## config.mk

```make
export PLATFORM = sky130hd
export DESIGN_NAME = desc_dma
export DESIGN_NICKNAME = d
export VERILOG_FILES = /design/src/rtl/desc_dma.sv
export SDC_FILE = /design/constraint.sdc
export NUM_CORES = 1
export LEC_CHECK = 0
export BUFFER_PORTS_ARGS = -buffer_cell sky130_fd_sc_hd__buf_2
export CAP_MARGIN = 20
export CORE_MARGIN = 2
export CORE_UTILIZATION = 58
export CTS_BUF_LIST = sky130_fd_sc_hd__clkbuf_4
export DETAILED_ROUTE_END_ITERATION = 6
export PLACE_DENSITY = 0.82
export SETUP_SLACK_MARGIN = 0.5
export SLEW_MARGIN = 20
export SYNTH_ARGS = -nofsm -noshare
export SYNTH_HDL_FRONTEND = slang
export SYNTH_SLANG_ARGS = --single-unit
```

## constraint.sdc

```tcl
create_clock -name clk -period 10.7 [get_ports clk]
set_clock_uncertainty 0.15 [all_clocks]
set_input_delay 2.14 -clock clk [delete_from_list [all_inputs] [get_ports clk]]
set_output_delay 2.14 -clock clk [all_outputs]
set_load 0.02 [all_outputs]
```

## src/rtl/desc_dma.sv

```systemverilog
module desc_dma #(
  parameter int BURST   = 4,
  parameter int LEN_LSB = 8,
  parameter int LEN_W   = 16
) (
  input  logic        clk,
  input  logic        rst_n,
  input  logic        reg_we,
  input  logic [1:0]  reg_addr,
  input  logic [31:0] reg_wdata,
  output logic [31:0] reg_rdata,
  output logic        mem_req,
  output logic        mem_we,
  output logic [31:0] mem_addr,
  output logic [31:0] mem_wdata,
  input  logic        mem_ack,
  input  logic [31:0] mem_rdata
);
  localparam int BIW = $clog2(BURST);
  localparam int BCW = $clog2(BURST + 1);

  typedef enum logic [2:0] {S_IDLE, S_FETCH, S_CHECK, S_RD, S_WR, S_WB} st_t;

  st_t               st;
  logic [31:0]       desc_p, d_ctrl, d_stat, d_src, d_dst, d_next, sp, dp, wb_val;
  logic [2:0]        wi;
  logic [LEN_W-1:0]  rem;
  logic [BCW-1:0]    bn, bi;
  logic [31:0]       buff [BURST];
  logic              f_done, f_chain, f_err, f_skip;

  function automatic logic [BCW-1:0] clip(input logic [LEN_W-1:0] n);
    return (n > LEN_W'(BURST)) ? BCW'(BURST) : n[BCW-1:0];
  endfunction

  wire              busy     = (st != S_IDLE);
  wire              xfer     = mem_req & mem_ack;
  wire [LEN_W-1:0]  len      = d_ctrl[LEN_LSB +: LEN_W];
  wire              mis      = (d_src[1:0] != 2'b00) || (d_dst[1:0] != 2'b00);
  wire              zlen     = (len == '0);
  wire              skip_now = (st == S_CHECK) && (!d_ctrl[0] || d_stat != 32'h0);
  wire              wb_fin   = (st == S_WB) && xfer;
  wire              go       = reg_we && reg_addr == 2'd0 && reg_wdata[0] && !busy;
  wire              clr      = reg_we && reg_addr == 2'd2;
  wire              last_b   = (bi == bn - BCW'(1));

  assign mem_req   = (st == S_FETCH) || (st == S_RD) || (st == S_WR) || (st == S_WB);
  assign mem_we    = (st == S_WR) || (st == S_WB);
  assign mem_addr  = (st == S_FETCH) ? desc_p + {27'b0, wi, 2'b00} :
                     (st == S_RD)    ? sp :
                     (st == S_WR)    ? dp :
                     (st == S_WB)    ? desc_p + 32'd4 : 32'h0;
  assign mem_wdata = (st == S_WR) ? buff[bi[BIW-1:0]] :
                     (st == S_WB) ? wb_val : 32'h0;

  always_comb begin
    case (reg_addr)
      2'd1:    reg_rdata = desc_p;
      2'd2:    reg_rdata = {27'b0, f_skip, f_err, f_chain, f_done, busy};
      default: reg_rdata = 32'h0;
    endcase
  end

  always_ff @(posedge clk) begin
    if (!rst_n) begin
      f_done <= 1'b0; f_chain <= 1'b0; f_err <= 1'b0; f_skip <= 1'b0;
    end else begin
      f_done  <= (wb_fin && wb_val == 32'h1) | (f_done & ~(clr & reg_wdata[1]));
      f_chain <= (wb_fin && wb_val == 32'h1 && d_next == 32'h0) | (f_chain & ~(clr & reg_wdata[2]));
      f_err   <= (wb_fin && wb_val != 32'h1) | (f_err & ~(clr & reg_wdata[3]));
      f_skip  <= skip_now | (f_skip & ~(clr & reg_wdata[4]));
    end
  end

  always_ff @(posedge clk) begin
    if (!rst_n) begin
      st <= S_IDLE; desc_p <= '0; wi <= '0; rem <= '0; bn <= '0; bi <= '0;
      d_ctrl <= '0; d_stat <= '0; d_src <= '0; d_dst <= '0; d_next <= '0;
      sp <= '0; dp <= '0; wb_val <= '0;
      for (int i = 0; i < BURST; i++) buff[i] <= '0;
    end else begin
      case (st)
        S_IDLE: begin
          if (reg_we && reg_addr == 2'd1) desc_p <= {reg_wdata[31:2], 2'b00};
          if (go) begin st <= S_FETCH; wi <= '0; end
        end
        S_FETCH: if (xfer) begin
          case (wi)
            3'd0:    d_ctrl <= mem_rdata;
            3'd1:    d_stat <= mem_rdata;
            3'd2:    d_src  <= mem_rdata;
            3'd3:    d_dst  <= mem_rdata;
            default: d_next <= mem_rdata;
          endcase
          if (wi == 3'd4) st <= S_CHECK;
          else wi <= wi + 3'd1;
        end
        S_CHECK: begin
          if (skip_now) st <= S_IDLE;
          else if (mis || zlen) begin
            wb_val <= {29'b0, zlen, mis, 1'b0};
            st     <= S_WB;
          end else begin
            wb_val <= 32'h1;
            rem <= len; sp <= d_src; dp <= d_dst;
            bn <= clip(len); bi <= '0;
            st <= S_RD;
          end
        end
        S_RD: if (xfer) begin
          buff[bi[BIW-1:0]] <= mem_rdata;
          sp <= sp + 32'd4;
          if (last_b) begin bi <= '0; st <= S_WR; end
          else bi <= bi + BCW'(1);
        end
        S_WR: if (xfer) begin
          dp <= dp + 32'd4;
          if (last_b) begin
            bi  <= '0;
            rem <= rem - LEN_W'(bn);
            if (rem == LEN_W'(bn)) st <= S_WB;
            else begin bn <= clip(rem - LEN_W'(bn)); st <= S_RD; end
          end else bi <= bi + BCW'(1);
        end
        S_WB: if (xfer) st <= S_IDLE;
        default: st <= S_IDLE;
      endcase
    end
  end

  logic [LEN_W-1:0] wr_cnt;
  always_ff @(posedge clk) begin
    if (!rst_n) wr_cnt <= '0;
    else if (go) wr_cnt <= '0;
    else if (st == S_WR && xfer) wr_cnt <= wr_cnt + LEN_W'(1);
  end


  req_hold_chk: assert property (@(posedge clk) disable iff (!rst_n)
    mem_req && !mem_ack |=> mem_req && $stable(mem_addr) && $stable(mem_we) && $stable(mem_wdata));


  ptr_lock_chk: assert property (@(posedge clk) disable iff (!rst_n)
    busy && reg_we && reg_addr == 2'd1 |=> $stable(desc_p));


  word_count_chk: assert property (@(posedge clk) disable iff (!rst_n)
    wb_fin && wb_val == 32'h1 |-> wr_cnt == len);


  skip_nowrite_chk: assert property (@(posedge clk) disable iff (!rst_n)
    $rose(f_skip) |-> wr_cnt == '0);


  fault_nocopy_chk: assert property (@(posedge clk) disable iff (!rst_n)
    $rose(f_err) |-> wr_cnt == '0);


  busy_end_chk: assert property (@(posedge clk) disable iff (!rst_n)
    $fell(busy) |-> $past(xfer && mem_we) || $past(st == S_CHECK));
endmodule

```

==> run summary, run 1 <==
* **status** finished, final reports clean
* **number of library cell types mapped by synthesis** 71
* **CTS max path bufs** 3
* **fill count** 2910
* **share of total power in combinational logic** 22.6%
* **initial detailed-routing violation count** 2265
* **critical-path maximum fanout** 6
* **number of H-tree levels** 3
* **number of iterations in the first detailed-routing pass** 7
* **clock tree from TritonCTS** done
* **layout cells sized above 1** 17.2%
* **Post-CTS Repair Setup Buffers** 0
* **Switching Power** 0.00138 W
* **cell count of the worst reg-to-reg path** 8
* **Synth Area per Inst** 8.53 um^2
* **number of clock sinks** 404
* **clock root cell** sky130_fd_sc_hd__clkbuf_4
* **maximum ir drop on the vdd rail** 0.0000960 V
* **Int Power** 0.00266 W
* **slew of the pin with the lowest slew margin** 1140 ps
* **first-pass GRT wire length** 99500 um
* **net total in the final layout** 2623
* **overall via count from detail_route** 19600
* **worst hold slack** 305 ps
* **maximum number of pins on one net before global-route repair** 126
* **Synth top area share** 26.8%
* **cell area after synthesis** 20600 um^2
* **number of cells upsized or downsized after cts** 0
* **leading post-synthesis cells by cell area** sky130_fd_sc_hd__dfxtp_1 (27%), sky130_fd_sc_hd__edfxtp_1 (19%), sky130_fd_sc_hd__nand2_1 (8.8%)
* **Total Power Consumption** 0.00404 W
* **yosys synthesis warning count** 0
* **core footprint** 35300 um^2
* **Hold WC Path Type** register to register
* **I/O pin cnt** 168
* **Net Sw Frac** 34.1%
* **path type of the worst setup path** register to output pin
* **wire length on met1** 25700 um
* **sequential cell area in the final layout** 9370 um^2
* **hold bufs inserted after CTS** 0
* **RD Place Congestion** 1.00
* **count of nets left with antenna violations after detail routing** 0
* **start of the worst register-to-register path** st[0]
* **FF+latch count, synth** 404
* **slowest cell on the critical path** sky130_fd_sc_hd__a211oi_1
* **portion of the post-synthesis area used by sequential elements** 45.5%
* **highest clock frequency the design can meet** 157 MHz
* **critical-path cell list** ha_1 > inv_1 > fa_1 > nand2b_1 > a211oi_1 > nand4_1 > xnor2_1 > mux2i_1 > o21ai_0 > buf_2
* **clock-pin slew on the worst setup and hold paths** 60 ps
* **commonest cells after routing, fill and taps aside** sky130_fd_sc_hd__nand2_1 (481), sky130_fd_sc_hd__a21oi_1 (286), sky130_fd_sc_hd__dfxtp_1 (274)
* **total met2 wirelength after detailed routing** 30200 um
* **insertion delay of the later-clocked pin in the worst-skew pair** 830 ps
* **DIE HEIGHT** 192 um
* **unrepaired setup endpoints after global routing** false
* **dpl hpwl** 43300 um
* **Reg power frac** 43.4%
* **WP data arrival** 4100 ps
* **routed wire length per instance** 21.4 um
* **Min-Delay Path Depth** 2
* **Crit. End Element** output pin
* **Total Wirelength** 66000 um
* **Final Instance Area** 23000 um^2
* **clock period minus worst slack** 6390 ps
* **number of CTS-inserted buffers** 103
* **leading cell type in the layout, fill and taps excluded** sky130_fd_sc_hd__nand2_1
* **initial antenna violation count** 1
* **number of flops mapped to enable cells by yosys** 128
* **hold_sp** d_stat[19]
* **largest incremental delay on the critical path** 930 ps
* **CP Data Required Time** 8410 ps
* **met3 wire len** 7050 um
* **placed cell area** 21600 um^2
* **via count of the first global-routing pass** 17900
* **count of pins over their slew limit** 0
* **final hold violation count** 0
* **setup violation total in the final timing report** 0
* **share of the cycle needed by the critical path after routing** 59.7%
* **Chip Width** 192 um
* **area delta synth->final** 11.6%
* **All-Layer GR Usage** 35.0%
* **footprint of the multi-input gates** 10500 um^2
* **top_reg_cell synth** sky130_fd_sc_hd__dfxtp_1
* **number of nets produced by synthesis** 2507
* **async set-or-reset flop fraction in the synthesized netlist** 0%
* **headroom to the max-slew limit** 23.8%
* **number of maximum-capacitance violations** 0
* **# DRC** 0
* **share of total power in the clock network** 34.0%
* **ratio of routed vias to standard cells** 6.38
* **CP Launch Type** register
* **Port-buffer cells** 167
* **Cells after Synth** 2416
* **Pleak** 8.41 nW
* **Die Outline Area** 37000 um^2
* **Std-Cell Rows** 69
* **launching instance or port of the critical path** desc_p[2]
* **starting density of the core** 58.4%
* **top routing layer in use** met4
* **power per standard cell area** 176 nW/um^2
* **final total negative setup slack** 0 ps
* **total congestion overflow** 0
* **cell type with the largest total area after synthesis** sky130_fd_sc_hd__dfxtp_1
## power by group through the flow
| stage | clock network, W | registers [W] | logic [W] |
|---|---|---|---|
| CTS | 0.00138 | 0.00175 | 0.000880 |
| global route | 0.00146 | 0.00176 | 0.000971 |
| global placement | 0 | 0.00178 | 0.000862 |
| detailed placement | 0 | 0.00178 | 0.000875 |
| finish | 0.00137 | 0.00175 | 0.000911 |
| floorplan | 0 | 0.00173 | 0.000629 |
## synth_stat cells (7+ instances only)
cell type                    n
sky130_fd_sc_hd__nand2_1   483
sky130_fd_sc_hd__inv_1      28
sky130_fd_sc_hd__ha_1       19
sky130_fd_sc_hd__o211ai_1   15
sky130_fd_sc_hd__xor2_1     21
sky130_fd_sc_hd__o221a_2    12
sky130_fd_sc_hd__o21ai_0    88
sky130_fd_sc_hd__nand2b_1    9
sky130_fd_sc_hd__edfxtp_1  128
sky130_fd_sc_hd__mux2i_1    14
sky130_fd_sc_hd__or3_1      18
sky130_fd_sc_hd__a22oi_1    11
sky130_fd_sc_hd__a31oi_1    29
sky130_fd_sc_hd__a21o_1      9
sky130_fd_sc_hd__nor3_1     43
sky130_fd_sc_hd__and4_1     15
sky130_fd_sc_hd__nand3_1    73
sky130_fd_sc_hd__o22ai_1    15
sky130_fd_sc_hd__a21oi_1   287
sky130_fd_sc_hd__a211oi_1   16
sky130_fd_sc_hd__mux4_2     32
sky130_fd_sc_hd__and3_1     24
sky130_fd_sc_hd__nand4_1    36
sky130_fd_sc_hd__a22o_1      9
sky130_fd_sc_hd__o21a_1      9
sky130_fd_sc_hd__buf_1      11
sky130_fd_sc_hd__or4_1      11
sky130_fd_sc_hd__nor4_1     36
sky130_fd_sc_hd__or2_2       7
sky130_fd_sc_hd__clkbuf_1  174
sky130_fd_sc_hd__xnor2_1    25
sky130_fd_sc_hd__nor2b_1     7
sky130_fd_sc_hd__o31ai_1    19
sky130_fd_sc_hd__dfxtp_1   276
sky130_fd_sc_hd__and2_1    194
sky130_fd_sc_hd__nor2_1    122
## area by class of cell
type / count / area share, %
sequential: 404 / 40.8
inverter: 28 / 0.479
timing repair buffer: 199 / 4.68
clock inverter: 32 / 0.827
multi-input combinational: 1796 / 45.6
tap: 461 / 2.51
clock buffer: 157 / 5.13
antenna: 2 / 0.0218
## cell families (layout without fill, tap and decap cells)
kind of cell    after synthesis  count (layout)  synth area share (%)
simple gates               1110            1110                  26.3
compound gates              572             572                  16.7
flops                       404             404                  45.5
buf+inv                     216             416                  4.01
mux                          47              47                  4.23
xor+xnor                     46              46                  1.96
fa+ha+maj                    21              21                  1.35
other cells                   0               2                     0
## critical path: cells and delay by family, from the launching register on
family | cells | cell delay [ps]
adders and majority gates | 2 | 620
and+or+nand+nor | 2 | 450
xor gates and xnor gates | 1 | 190
AOI/OAI and AO/OA | 2 | 1150
buffers and inverters | 2 | 270
DFF | 1 | 480
muxes | 1 | 90
## state kept, by name, indices dropped and copies added (netlist names), 17 cells and up, named ones only
register  count
d_src        32
d_dst        32
d_next       32
desc_p       30
sp           32
d_ctrl       17
d_stat       32
dp           32
buff        128
## path summary, 6_finish.rpt
path | slack [ps] | end
max | 4310 | mem_addr[26]
min | 310 | d_stat[19]
max reg2reg | 6730 | dp[21]
min reg2reg | 310 | d_stat[19]
## per-stage QoR
stage / setup slack, ps / utilization (%) / cells
after floorplan: 5170 / - / 2416
after global placement: 4940 / 61.1 / 2888
after detailed placement: 4790 / 61.1 / 2888
after CTS: 4380 / 65.0 / 3077
after global routing: 4200 / 65.1 / 3078
final: 4310 / 65.1 / 3079
## per-layer routing
| metal | vias up | GRT usage, % |
|---|---|---|
| met5 | - | 0 |
| met4 | 0 | 17.6 |
| met3 | 212 | 7.42 |
| met2 | 1115 | 54.6 |
| met1 | 9417 | 46.2 |
| li1 | 8885 | - |
Note: power is estimated with default switching activity, not from simulation.
==> run 2: changes to the inputs <==
--- a/config.mk
+++ b/config.mk
@@ -5,10 +5,11 @@
 export SDC_FILE = /design/constraint.sdc
 export NUM_CORES = 1
 export LEC_CHECK = 0
+export ABC_AREA = 1
 export BUFFER_PORTS_ARGS = -buffer_cell sky130_fd_sc_hd__buf_2
 export CAP_MARGIN = 20
 export CORE_MARGIN = 2
-export CORE_UTILIZATION = 58
+export CORE_UTILIZATION = 56
 export CTS_BUF_LIST = sky130_fd_sc_hd__clkbuf_4
 export DETAILED_ROUTE_END_ITERATION = 6
 export PLACE_DENSITY = 0.82
==> constraint.sdc (replaced) <==
create_clock -name clk -period 5.4 [get_ports clk]
set_clock_uncertainty 0.15 [all_clocks]
set_input_delay 1.08 -clock clk [delete_from_list [all_inputs] [get_ports clk]]
set_output_delay 1.08 -clock clk [all_outputs]
set_load 0.02 [all_outputs]
==> run 2 against run 1 <==
  * Utilization down 1.6 points
  * Register-to-register slack worse by 4800 ps
  * Clock power up 96%
  * Routed wire length up 6.7%
  * Largest power group unchanged
  * Non-clock buffer count down 2
  * Synthesized cell count up 20%
  * Highest routed layer is now met5
  * Critical endpoint is now mem_addr[18]
==> run summary, run 2 <==
* **max FFs per register** 128
* **RD Place Congestion** 1.02
* **Chip Width** 197 um
* **dpl hpwl** 48500 um
* **Synth Area per Inst** 7.16 um^2
* **cell type with the largest total area after synthesis** sky130_fd_sc_hd__dfxtp_1
* **share of synthesized cell area in and, or, nand and nor gates** 25.1%
* **critical-path cell list** ha_1 > inv_1 > fa_1 > inv_1 > nand2_1 > a21oi_2 > nand2_2 > nor2_4 > nand2_1 > a21oi_1 > o21ai_0 > o2111ai_1 > buf_2
* **starting density of the core** 56.8%
* **unrepaired setup endpoints after global routing** false
* **power per standard cell area** 307 nW/um^2
* **final standard cell count with taps included and fillers excluded** 3610
* **I/O pin cnt** 168
* **worst hold slack** 296 ps
* **initial antenna violation count** 4
* **yosys synthesis warning count** 0
* **Total Wirelength** 70400 um
* **number of nets produced by synthesis** 2992
* **FF+latch count, synth** 404
* **Final Instance Area** 23200 um^2
* **largest incremental delay on the critical path** 410 ps
* **area delta synth->final** 11.7%
* **path type of the worst setup path** register to output pin
* **Pleak** 9.65 nW
* **post-synthesis mux area share** 0.0482%
* **leading cell type in the layout, fill and taps excluded** sky130_fd_sc_hd__nand2_1
* **via count of the first global-routing pass** 19700
* **insertion delay of the later-clocked pin in the worst-skew pair** 860 ps
* **clock period minus worst slack** 4600 ps
* **critical-path maximum fanout** 6
* **ratio of routed vias to standard cells** 5.88
* **# DRC** 0
* **async set-or-reset flop fraction in the synthesized netlist** 0%
* **WP data arrival** 3370 ps
* **hold bufs inserted after CTS** 0
* **highest clock frequency the design can meet** 217 MHz
* **routed wire length per instance** 19.5 um
* **count of pins over their slew limit** 0
* **CTS max path bufs** 3
* **final hold violation count** 0
* **number of flops mapped to enable cells by yosys** 128
* **slew of the pin with the lowest slew margin** 890 ps
* **cell class contributing the biggest share of worst-path delay** adder cells
* **number of clock sinks** 404
* **xor/xnor share of the synthesized area** 0.928%
* **portion of the post-synthesis area used by sequential elements** 45.1%
* **register containing the most flip-flops in the final layout** buff
* **Synth Area in Compound Gates** 18.8%
* **overall via count from detail_route** 21200
* **number of H-tree levels** 3
* **number of CTS-inserted buffers** 104
* **CP Launch Type** register
* **commonest cells after routing, fill and taps aside** sky130_fd_sc_hd__nand2_1 (487), sky130_fd_sc_hd__nor2_1 (421), sky130_fd_sc_hd__o21ai_0 (362)
* **Cells after Synth** 2901
* **layout cells sized above 1** 12.7%
* **maximum ir drop on the vdd rail** 0.000247 V
* **status** finished, final reports clean
* **CP Data Required Time** 4170 ps
* **number of library cell types mapped by synthesis** 47
* **count of nets left with antenna violations after detail routing** 0
* **net total in the final layout** 3143
* **total congestion overflow** 0
* **combinational family with the most area after synthesis** simple AND/OR/NAND/NOR gates
* **DIE HEIGHT** 197 um
* **placed cell count** 3414
* **clock root cell** sky130_fd_sc_hd__clkbuf_4
* **fill count** 3322
* **first-pass GRT wire length** 108000 um
* **leading post-synthesis cells by cell area** sky130_fd_sc_hd__dfxtp_1 (27%), sky130_fd_sc_hd__edfxtp_1 (19%), sky130_fd_sc_hd__nand2_1 (8.8%)
* **final total negative setup slack** 0 ps
* **Std-Cell Rows** 70
* **Synth top area share** 26.6%
* **top_reg_cell synth** sky130_fd_sc_hd__dfxtp_1
* **core footprint** 36500 um^2
* **share of the cycle needed by the critical path after routing** 85.2%
* **headroom to the max-slew limit** 40.6%
* **Hold WC Path Type** register to register
* **adder-cell share of the synthesized area** 1.34%
* **final standard cell utilization of the core** 63.5%
* **Post-CTS Repair Setup Buffers** 0
* **initial detailed-routing violation count** 2411
* **number of iterations in the first detailed-routing pass** 6
* **placed cell area** 21800 um^2
* **Crit. End Element** output pin
* **clock tree from TritonCTS** done
* **setup violation total in the final timing report** 0
* **Port-buffer cells** 167
* **Die Outline Area** 38600 um^2
* **All-Layer GR Usage** 36.2%
* **clock-pin slew on the worst setup and hold paths** 70 ps
* **Post-synth top cells** sky130_fd_sc_hd__nand2_1 (489), sky130_fd_sc_hd__nor2_1 (425), sky130_fd_sc_hd__o21ai_0 (363), sky130_fd_sc_hd__a21oi_1 (329), sky130_fd_sc_hd__inv_1 (299)
* **maximum number of pins on one net before global-route repair** 88
* **number of maximum-capacitance violations** 0
* **slowest cell on the critical path** sky130_fd_sc_hd__dfxtp_1
* **most frequent cell after synthesis** sky130_fd_sc_hd__nand2_1
* **cell area after synthesis** 20800 um^2
* **CP bufs+invs** 3
-- run 2: worst reg2reg max path: cells and delay by family, from the launching register on --
| family | cells | cell delay, ps |
|---|---|---|
| flops | 1 | 540 |
| simple gates | 7 | 970 |
| buf+inv | 4 | 1570 |
-- run 2: per-stage QoR --
step	setup WS, ps	total power [W]
CTS	519	0.00713
global route	572	0.00744
finish	798	0.00712
detailed placement	1290	0.00447
floorplan	1080	0.00412
global placement	1360	0.00444
-- run 2: per-layer routing --
| layer | GRT usage (%) | routed length (um) | part of all wire (%) | vias up |
|---|---|---|---|---|
| met5 | 0 | 13 | 0.018 | - |
| met4 | 17.8 | 3220 | 4.6 | 2 |
| met3 | 10.1 | 8210 | 12 | 190 |
| met2 | 53.0 | 30200 | 43 | 1208 |
| met1 | 49.4 | 28700 | 41 | 9783 |
| li1 | - | - | - | 10000 |
-- run 2: kinds of logic after synthesis --
logic type               Yosys count
AND/OR/NAND/NOR                 1237
AO/OA/AOI/OAI                    754
buffers and inverters            462
flip-flops                       404
XOR/XNOR                          22
adder cells (fa/ha/maj)           21
multiplexers                       1
-- run 2: where the power goes --
group | internal [W] | switching, W
Combinational | 0.000297 | 0.000739
Sequential | 0.00327 | 0.000133
Clock | 0.00137 | 0.00132
-- run 2: path summary, 6_finish.rpt --
check                                     to      start  cells after the start  slack [ps]
worst max-delay path            mem_addr[18]  desc_p[2]                     13         800
worst min-delay path                   dp[0]      dp[0]                      2         300
worst max register to register    buff[1][6]      st[2]                     11        1890
worst min register to register         dp[0]      dp[0]                      2         300
-- run 2: repair_timing --
item                       CTS  global route
gates cloned                 0             0
setup endpoints to repair    3             9
gates resized for setup      1             6
-- run 2: area by class of cell --
| class | count | area, um^2 | area share, % |
|---|---|---|---|
| clock inverters | 43 | 241 | 1.04 |
| inverters | 310 | 1160 | 5.02 |
| clock buffers | 148 | 1110 | 4.79 |
| flip-flops and latches | 404 | 9370 | 40.4 |
| repair buffers | 197 | 1060 | 4.59 |
| well taps | 468 | 586 | 2.53 |
| multi-input cells | 2035 | 9640 | 41.6 |
| diodes | 5 | 12.5 | 0.0540 |
